--- config.mk ---
export PLATFORM = sky130hd
export DESIGN_NAME = cfgbus_slave
export DESIGN_NICKNAME = d
export VERILOG_FILES = /design/src/rtl/cfgbus_pkg.sv /design/src/rtl/cfgbus_line_sync.sv /design/src/rtl/cfgbus_proto.sv /design/src/rtl/cfgbus_regbank.sv /design/src/rtl/cfgbus_slave.sv
export SDC_FILE = /design/constraint.sdc
export NUM_CORES = 1
export LEC_CHECK = 0
export BUFFER_PORTS_ARGS = -buffer_cell sky130_fd_sc_hd__buf_2
export CAP_MARGIN = 20
export CORE_ASPECT_RATIO = 1.2
export CORE_UTILIZATION = 40
export CTS_CLUSTER_DIAMETER = 100
export DETAILED_ROUTE_END_ITERATION = 8
export PLACE_DENSITY_LB_ADDON = 0.25
export SYNTH_ARGS = -nofsm -noshare
export SYNTH_HDL_FRONTEND = slang
export SYNTH_SLANG_ARGS = --single-unit
--- constraint.sdc ---
create_clock -name clk -period 4.09 [get_ports clk]
set_input_delay 0.2045 -clock clk [delete_from_list [all_inputs] [get_ports clk]]
set_output_delay 0.2045 -clock clk [all_outputs]
set_load 0.02 [all_outputs]
--- src/rtl/cfgbus_pkg.sv ---
package cfgbus_pkg;
    localparam int BYTE_W = 8;
    localparam int PTR_W  = 4;

    typedef enum logic [1:0] {
        PH_IDLE = 2'd0,
        PH_ADDR = 2'd1,
        PH_SUB  = 2'd2,
        PH_DATA = 2'd3
    } phase_e;

    typedef struct packed {
        phase_e              phase;
        logic [3:0]          bit_cnt;
        logic [BYTE_W-2:0]   shreg;
        logic                ack_en;
        logic                oe;
        logic [PTR_W-1:0]    ptr;
        logic                inc;
        logic                wr_en;
        logic [PTR_W-1:0]    wr_ptr;
        logic [BYTE_W-1:0]   wr_data;
    } proto_st_t;
endpackage

--- src/rtl/cfgbus_line_sync.sv ---
module cfgbus_line_sync #(
    parameter int STAGES = 2
) (
    input  logic clk,
    input  logic rst_n,
    input  logic scl_i,
    input  logic sda_i,
    output logic scl_s,
    output logic sda_s,
    output logic scl_rise,
    output logic scl_fall,
    output logic start_det,
    output logic stop_det
);
    typedef struct packed {
        logic [STAGES-1:0] scl_pipe;
        logic [STAGES-1:0] sda_pipe;
        logic              scl_prev;
        logic              sda_prev;
    } sync_st_t;

    sync_st_t st_d, st_q;

    always_comb begin
        st_d          = st_q;
        st_d.scl_pipe = {st_q.scl_pipe[STAGES-2:0], scl_i};
        st_d.sda_pipe = {st_q.sda_pipe[STAGES-2:0], sda_i};
        st_d.scl_prev = st_q.scl_pipe[STAGES-1];
        st_d.sda_prev = st_q.sda_pipe[STAGES-1];
    end

    always_ff @(posedge clk or negedge rst_n) begin
        if (!rst_n) st_q <= '1;
        else        st_q <= st_d;
    end

    assign scl_s     = st_q.scl_pipe[STAGES-1];
    assign sda_s     = st_q.sda_pipe[STAGES-1];
    assign scl_rise  = scl_s & ~st_q.scl_prev;
    assign scl_fall  = ~scl_s & st_q.scl_prev;
    assign start_det = scl_s & st_q.scl_prev & st_q.sda_prev & ~sda_s;
    assign stop_det  = scl_s & st_q.scl_prev & ~st_q.sda_prev & sda_s;
endmodule

--- src/rtl/cfgbus_proto.sv ---
module cfgbus_proto
    import cfgbus_pkg::*;
#(
    parameter int NUM_REGS = 10
) (
    input  logic              clk,
    input  logic              rst_n,
    input  logic              sda_s,
    input  logic              scl_rise,
    input  logic              scl_fall,
    input  logic              start_det,
    input  logic              stop_det,
    input  logic [BYTE_W-1:0] dev_addr,
    output logic              sda_oe,
    output logic              wr_en,
    output logic [PTR_W-1:0]  wr_ptr,
    output logic [BYTE_W-1:0] wr_data
);
    localparam logic [3:0] LAST_BIT = 4'(BYTE_W - 1);
    localparam logic [3:0] ACK_SLOT = 4'(BYTE_W);
    localparam logic [3:0] ACK_END  = 4'(BYTE_W + 1);

    proto_st_t         st_d, st_q;
    logic [BYTE_W-1:0] byte_v;
    logic              ptr_valid;

    assign byte_v    = {st_q.shreg, sda_s};
    assign ptr_valid = int'(st_q.ptr) < NUM_REGS;

    always_comb begin
        st_d       = st_q;
        st_d.wr_en = 1'b0;
        if (stop_det) begin
            st_d.phase   = PH_IDLE;
            st_d.oe      = 1'b0;
            st_d.bit_cnt = '0;
            st_d.ack_en  = 1'b0;
        end else if (start_det) begin
            st_d.phase   = PH_ADDR;
            st_d.oe      = 1'b0;
            st_d.bit_cnt = '0;
            st_d.ack_en  = 1'b0;
        end else if (st_q.phase != PH_IDLE) begin
            if (scl_rise && st_q.bit_cnt < ACK_SLOT) begin
                st_d.shreg   = byte_v[BYTE_W-2:0];
                st_d.bit_cnt = st_q.bit_cnt + 4'd1;
                if (st_q.bit_cnt == LAST_BIT) begin
                    unique case (st_q.phase)
                        PH_ADDR: begin
                            if (byte_v == dev_addr) begin
                                st_d.ack_en = 1'b1;
                                st_d.phase  = PH_SUB;
                            end else begin
                                st_d.ack_en = 1'b0;
                                st_d.phase  = PH_IDLE;
                            end
                        end
                        PH_SUB: begin
                            st_d.ptr    = byte_v[PTR_W-1:0];
                            st_d.inc    = byte_v[BYTE_W-1];
                            st_d.ack_en = 1'b1;
                            st_d.phase  = PH_DATA;
                        end
                        PH_DATA: begin
                            if (ptr_valid) begin
                                st_d.wr_en   = 1'b1;
                                st_d.wr_ptr  = st_q.ptr;
                                st_d.wr_data = byte_v;
                            end
                            if (st_q.inc) st_d.ptr = st_q.ptr + 1'b1;
                            st_d.ack_en = 1'b1;
                        end
                        default: st_d.ack_en = 1'b0;
                    endcase
                end
            end else if (scl_fall) begin
                if (st_q.bit_cnt == ACK_SLOT) begin
                    st_d.oe      = st_q.ack_en;
                    st_d.bit_cnt = ACK_END;
                end else if (st_q.bit_cnt == ACK_END) begin
                    st_d.oe      = 1'b0;
                    st_d.bit_cnt = '0;
                end
            end
        end
    end

    always_ff @(posedge clk or negedge rst_n) begin
        if (!rst_n) st_q <= '0;
        else        st_q <= st_d;
    end

    assign sda_oe  = st_q.oe;
    assign wr_en   = st_q.wr_en;
    assign wr_ptr  = st_q.wr_ptr;
    assign wr_data = st_q.wr_data;
endmodule

--- src/rtl/cfgbus_regbank.sv ---
module cfgbus_regbank
    import cfgbus_pkg::*;
#(
    parameter int NUM_REGS  = 10,
    parameter int REG_W     = 8,
    parameter int ATTEN_IDX = 0,
    parameter int ATTEN_W   = 6
) (
    input  logic                      clk,
    input  logic                      rst_n,
    input  logic                      wr_en,
    input  logic [PTR_W-1:0]          wr_ptr,
    input  logic [REG_W-1:0]          wr_data,
    output logic [NUM_REGS*REG_W-1:0] regs_o
);
    for (genvar k = 0; k < NUM_REGS; k++) begin : g_reg
        localparam int W = (k == ATTEN_IDX) ? ATTEN_W : REG_W;
        logic [W-1:0] r_d, r_q;

        always_comb begin
            r_d = r_q;
            if (wr_en && wr_ptr == PTR_W'(k)) r_d = wr_data[W-1:0];
        end

        always_ff @(posedge clk or negedge rst_n) begin
            if (!rst_n) r_q <= '0;
            else        r_q <= r_d;
        end

        assign regs_o[k*REG_W +: REG_W] = REG_W'(r_q);
    end
endmodule

--- src/rtl/cfgbus_slave.sv ---
module cfgbus_slave
    import cfgbus_pkg::*;
#(
    parameter int              NUM_REGS    = 10,
    parameter int              REG_W       = 8,
    parameter int              SYNC_STAGES = 2,
    parameter int              ATTEN_IDX   = 0,
    parameter int              ATTEN_W     = 6,
    parameter logic [BYTE_W-1:0] BASE_ADDR = 8'h80,
    parameter int              SEL_BIT     = 1
) (
    input  logic                      clk,
    input  logic                      rst_n,
    input  logic                      scl_i,
    input  logic                      sda_i,
    input  logic                      addr_sel_i,
    output logic                      sda_oe_o,
    output logic [NUM_REGS*REG_W-1:0] regs_o
);
    logic              scl_s, sda_s, scl_rise, scl_fall, start_det, stop_det;
    logic              wr_en;
    logic [PTR_W-1:0]  wr_ptr;
    logic [BYTE_W-1:0] wr_data;
    logic [BYTE_W-1:0] dev_addr;

    assign dev_addr = BASE_ADDR | (BYTE_W'(addr_sel_i) << SEL_BIT);

    cfgbus_line_sync #(.STAGES(SYNC_STAGES)) u_sync (
        .clk       (clk),
        .rst_n     (rst_n),
        .scl_i     (scl_i),
        .sda_i     (sda_i),
        .scl_s     (scl_s),
        .sda_s     (sda_s),
        .scl_rise  (scl_rise),
        .scl_fall  (scl_fall),
        .start_det (start_det),
        .stop_det  (stop_det)
    );

    cfgbus_proto #(.NUM_REGS(NUM_REGS)) u_proto (
        .clk       (clk),
        .rst_n     (rst_n),
        .sda_s     (sda_s),
        .scl_rise  (scl_rise),
        .scl_fall  (scl_fall),
        .start_det (start_det),
        .stop_det  (stop_det),
        .dev_addr  (dev_addr),
        .sda_oe    (sda_oe_o),
        .wr_en     (wr_en),
        .wr_ptr    (wr_ptr),
        .wr_data   (wr_data)
    );

    cfgbus_regbank #(
        .NUM_REGS  (NUM_REGS),
        .REG_W     (REG_W),
        .ATTEN_IDX (ATTEN_IDX),
        .ATTEN_W   (ATTEN_W)
    ) u_bank (
        .clk     (clk),
        .rst_n   (rst_n),
        .wr_en   (wr_en),
        .wr_ptr  (wr_ptr),
        .wr_data (wr_data[REG_W-1:0]),
        .regs_o  (regs_o)
    );
endmodule

Word-level counts from Yosys, hierarchy flattened
Cells that the tools add are included.
Word-level totals
  logic and storage cells: 120
  bits of input ports: 5
  memories: 0
  memory bits (read-only): 0
  register bits: 117
  memory bits (writable): 0
  bits in latches: 0
Operators by class
  divide/modulo/power cells: 0
  shifts and indexed selects: 0
  muxes and demuxes: 30
  bitwise logic cells: 13
  multiply operators: 0
  magnitude comparators: 2
  equality and inequality tests: 18
  add/sub/neg operators: 2
  reductions and logical operators: 31
Operator list (number)
  13-bit two-way mux: 4
  18-bit two-way mux: 2
  33-bit two-way mux: 1
  4-bit by 3-bit == test with 1-bit output (second input constant): 5
  4-bit two-way mux: 5
  4-bit == test (second input constant): 4
  7-bit AND reduction: 2
  6-bit two-way mux: 2
  4-bit AND reduction: 3
  3-bit nonzero test: 4
  4-bit nonzero test: 3
  1-bit logical AND: 11
  2-bit two-way mux: 5
  4-bit by 1-bit adder with 4-bit output (second input constant): 2
  4-bit by 2-bit == test with 1-bit output (second input constant): 2
  8-bit == test: 1
  4-bit less-than comparator (second input constant): 2
  8-bit two-way mux: 1
  4-bit one-hot mux with 2 select lines: 1
  1-bit AND: 7
  1-bit two-way mux: 7
  1-bit NOT: 6
  3-bit AND reduction: 2
  6-bit AND reduction: 1
  other kinds (11): 13

Logic depth before layout (Yosys ltp)
  depth after elaboration: 8
  mapped depth: 9

Cells and area by module
A second synthesis with hierarchy kept.
Unflattened totals
  cell total of the unflattened synthesis: 357
  area total of the unflattened synthesis: 5051.1 um^2
By module, submodules not included
  cfgbus_regbank: cells an instance 184, instances 1, seq. area each 1951.9 um^2, area each 3017.9 um^2
  cfgbus_proto: cells an instance 161, instances 1, seq. area each 825.8 um^2, area each 1835.5 um^2
  cfgbus_line_sync: cells an instance 10, instances 1, seq. area each 157.7 um^2, area each 190.2 um^2
  cfgbus_slave: cells an instance 2, instances 1, seq. area each 0.0 um^2, area each 7.5 um^2

Worst setup path after synthesis
OpenSTA, ideal clock, no wires.
  path kind: reg2reg
  start: register u_proto.st_q[31] (netlist bit)
  end: register u_proto.st_q, in the netlist u_proto.wr_data[0]
  cell stages (with the launch flop): 9
  arrival time: 1.902 ns
  path slack: 2.063 ns
  cells stage by stage: dfrtp_1 -> inv_1 -> ha_1 -> clkbuf_1 -> nand3b_1 -> nor2_8 -> nand3_4 -> buf_6 -> mux2_4
On the way
  word-level cells in the longest chain between the ends: 2
  elaborated cells between the ends (all ways): 3
  classes of those cells: eq/ne (1); reduce/logical (2)
Ends and longest elaborated chain
  start, declared: line cfgbus_proto.sv:23  | proto_st_t st_d, st_q;
  start signal, assigned: line cfgbus_proto.sv:90  | else st_q <= st_d;
  2-bit == test or 2-bit nonzero test (tied branches): line cfgbus_proto.sv:48, cfgbus_proto.sv:43
  7-bit AND reduction (no source line) *
Mark *: on every way between the ends. The rest lies on a longest branch, timed or not.
A chain may end at the register's enable or synchronous reset.

Worst setup path in the final report
  start: register u_proto.st_q[31] (netlist bit)
  end: register u_proto.st_q, in the netlist u_proto.wr_data[1]
Same word-level chain as after synthesis.

==> flow_metrics.env <==
export IMPL_syn_area_um2=4900
export IMPL_synthArstFlopShare_pct=100
export IMPL_power_leakage_nw=3.27
export IMPL_power_density_nw_per_um2=477
export IMPL_netlist_top_cells_area="dfrtp_1 57%, mux2_2 20%, dfstp_2 3.2%, mux2_4 2.8%, ha_1 2.3%"
export IMPL_die_y_um=123
export IMPL_yosys_register_bits=117
export IMPL_postLayoutCellArea_um2=6170
export IMPL_cts_path_max_buffers=2
export IMPL_yosysWarnings=0
export IMPL_drtIter0Drc=84
export IMPL_fin_crit_sh_pct=52.5
export IMPL_antenna_cells=0
export IMPL_tightest_slew_ns=0.739
export IMPL_fillers=997
export IMPL_avgRoutedWirePerCell_um=16.5
export IMPL_multi_input_area_um2=1850
export IMPL_rsz0062_at_grt="false"
export IMPL_yosysTopAreaCell="dfrtp_1"
export IMPL_cts_made_buffers=17
export IMPL_pin_count=86
export IMPL_synth_edf_count=0
export IMPL_clkTransAtPathRegs_ns=0.05
export IMPL_hold_class="input port to async pin"
export IMPL_setup_violations=0
export IMPL_dp_final_hpwl_um=6560
export IMPL_met1_length_um=4250
export IMPL_postCtsResizedCells=0
export IMPL_synth_seq_area_share_pct=60.0
export IMPL_grt_max_degree=83
export IMPL_wl_met3_um=340
export IMPL_initial_core_util_pct=41.7
export IMPL_fmax_mhz=466
export IMPL_dr_wl_met2_um=5110
export IMPL_synth_area_per_cell_um2=14.5
export IMPL_cts_setup_buffers=0
export IMPL_cp_start_kind="register"
export IMPL_drt_pass1_iter_count=4
export IMPL_crit_required_ns=4.37
export IMPL_fp_dieW_um=103
export IMPL_synth_cells=338
export IMPL_io_buffers=83
export IMPL_min_period_ns=2.15
export IMPL_grt_pass1_vias=3019
export IMPL_fin_util_pct=52.6
export IMPL_dpl_instance_area_um2=5430
export IMPL_rows=43
export IMPL_routed_wl_um=9830
export IMPL_slew_viol_final=0
export IMPL_antenna_left=0
export IMPL_die_area_um2=12700
export IMPL_crit_type="register to register"
export IMPL_timing_final_ws_setup_ns=1.94
export IMPL_gp_congestion=0.788
export IMPL_grt_pass1_wl_um=15800
export IMPL_grt_usage_pct=16.9
export IMPL_hold_buffers=2
export IMPL_ff_latch_area_um2=2940
export IMPL_area_delta_synth_final_pct=26.0
export IMPL_dp_slack_ns=1.95
export IMPL_hold_violations=0
export IMPL_insertion_delay_ns=0.40
export IMPL_via_count=2985
export IMPL_viasPerCell=5.00
export IMPL_peakVddDrop_v=0.000226
export IMPL_synth_main_ff_cell="dfrtp_1"
export IMPL_finClkSkew_ns=0.0105
export IMPL_drc=0
export IMPL_tns_ns=0
export IMPL_core_area_um2=11700
export IMPL_grt_ovfl_total=0
export IMPL_htree_num_levels=4
export IMPL_synth_top_area_share_pct=56.7
export IMPL_antenna_found_initial=0
export IMPL_nNetsFinal=442
export IMPL_cts_sinks=117
export IMPL_cp_max_fo=12
export IMPL_crit_arrival_ns=2.42
export IMPL_slew_headroom_pct=50.5
export IMPL_clock_root_buffer="clkbuf_16"
export IMPL_worstSetupEndpointType="register"
export IMPL_max_cap_violations=0
export IMPL_route_top_layer_used="met4"
export IMPL_drive_above_1_share_pct=50.9
export IMPL_synthDistinctLibCells=47
export IMPL_status="finished, final reports clean"
export IMPL_tritoncts="built"
-- worst max-delay path: stages (launching register included) --
cell and delay [ns]:
dfrtp_1 0.41, inv_1 0.10, ha_1 0.31, nand3b_1 0.38, nor2_8 0.22, nand3_4 0.22
mux2_4 0.37
-- worst paths after layout --
check / startpoint / end / slack, ns / cells past startpoint
hold / removal: rst_n / u_bank.g_reg[0].r_q[4]$_DFFE_PN0P_ / 0.30 / 2
min in group clk: u_sync.st_d[3]$_DFF_PN1_ / u_sync.sda_s$_DFF_PN1_ / 0.35 / 0
hold reg to reg: u_sync.st_d[3]$_DFF_PN1_ / u_sync.sda_s$_DFF_PN1_ / 0.35 / 0
setup reg to reg: u_proto.st_q[31]$_DFFE_PN0P_ / u_proto.wr_data[1]$_DFFE_PN0P_ / 1.94 / 6
max in group asynchronous: rst_n / u_bank.g_reg[4].r_q[0]$_DFFE_PN0P_ / 2.67 / 4
setup / recovery: u_proto.st_q[31]$_DFFE_PN0P_ / u_proto.wr_data[1]$_DFFE_PN0P_ / 1.94 / 6
-- final cells by class --
type                       instances  share of cell area [%]
inverter                           7                   0.426
sequential                       117                    47.6
multi-input combinational        197                    29.9
clock inverter                     8                    3.14
timing repair buffer              88                    7.83
clock buffer                      23                    7.91
tap                              157                    3.18
-- Yosys cell counts, types with 5 or more instances --
master and number:
a21oi_1 7, clkbuf_1 11, dfrtp_1 111, dfstp_2 6, ha_1 9, inv_1 6, mux2_2 88, mux2_4 9
mux2i_1 5, nand2_1 10, nand3_1 8, nand3b_1 6, nor2_1 10, o21ai_0 6
-- registers in the layout (all words and copies together) (netlist names) --
signal           count
u_bank.g.r_q        78
u_proto.st_q        12
u_proto.wr_data      8
u_proto.byte_v       7
u_proto.wr_ptr       4
u_sync.st_d          2
u_sync.st_q          2
u_proto.sda_oe       1
u_proto.wr_en        1
u_sync.scl_s         1
u_sync.sda_s         1
-- report_power, final --
part	leakage [nW]	total [mW]	internal, mW	switching (mW)
sequential	1.61	1.19	1.17	0.0153
clock	0.333	1.69	1.20	0.482
combinational	1.32	0.0682	0.0239	0.0443
total	3.27	2.94	2.40	0.542
-- metrics by stage --
stage                     total power [mW]  instances  hold WS, ns
final                                 2.94        597        0.301
after global routing                  3.04        597        0.337
after CTS                             2.97        595       0.0136
after detailed placement              1.27        562        0.312
after global placement                1.27        562        0.310
after floorplan                       1.24        339      -0.0911
-- kinds of logic after synthesis --
| kind of cell | share of synthesized area (%) |
|---|---|
| adders and majority gates | 2.30 |
| buffers and inverters | 2.40 |
| other | 0.0766 |
| muxes | 24.5 |
| xor gates and xnor gates | 0.358 |
| DFF | 60.0 |
| and+or+nand+nor | 7.59 |
| AOI/OAI and AO/OA | 2.84 |
-- cell usage in the layout, fill, tap and decap left out, types with 3 or more instances in the layout --
cell type	n
a21oi_1	7
buf_2	82
bufinv_16	6
clkbuf_16	17
clkbuf_8	4
dfrtp_1	111
dfstp_2	6
dlygate4sd3_1	3
ha_1	9
inv_1	6
mux2_2	88
mux2_4	9
mux2i_1	5
nand2_1	10
nand2b_1	4
nand3_1	8
nand3b_1	6
nor2_1	10
nor3b_1	3
o21ai_0	6
-- metal layers --
layer	vias up	track usage (%)
met1	1528	20.4
met4	0	6.87
met3	9	4.58
met5	-	0
met2	66	28.5
li1	1382	-
Power figures use the tool's default switching activity.
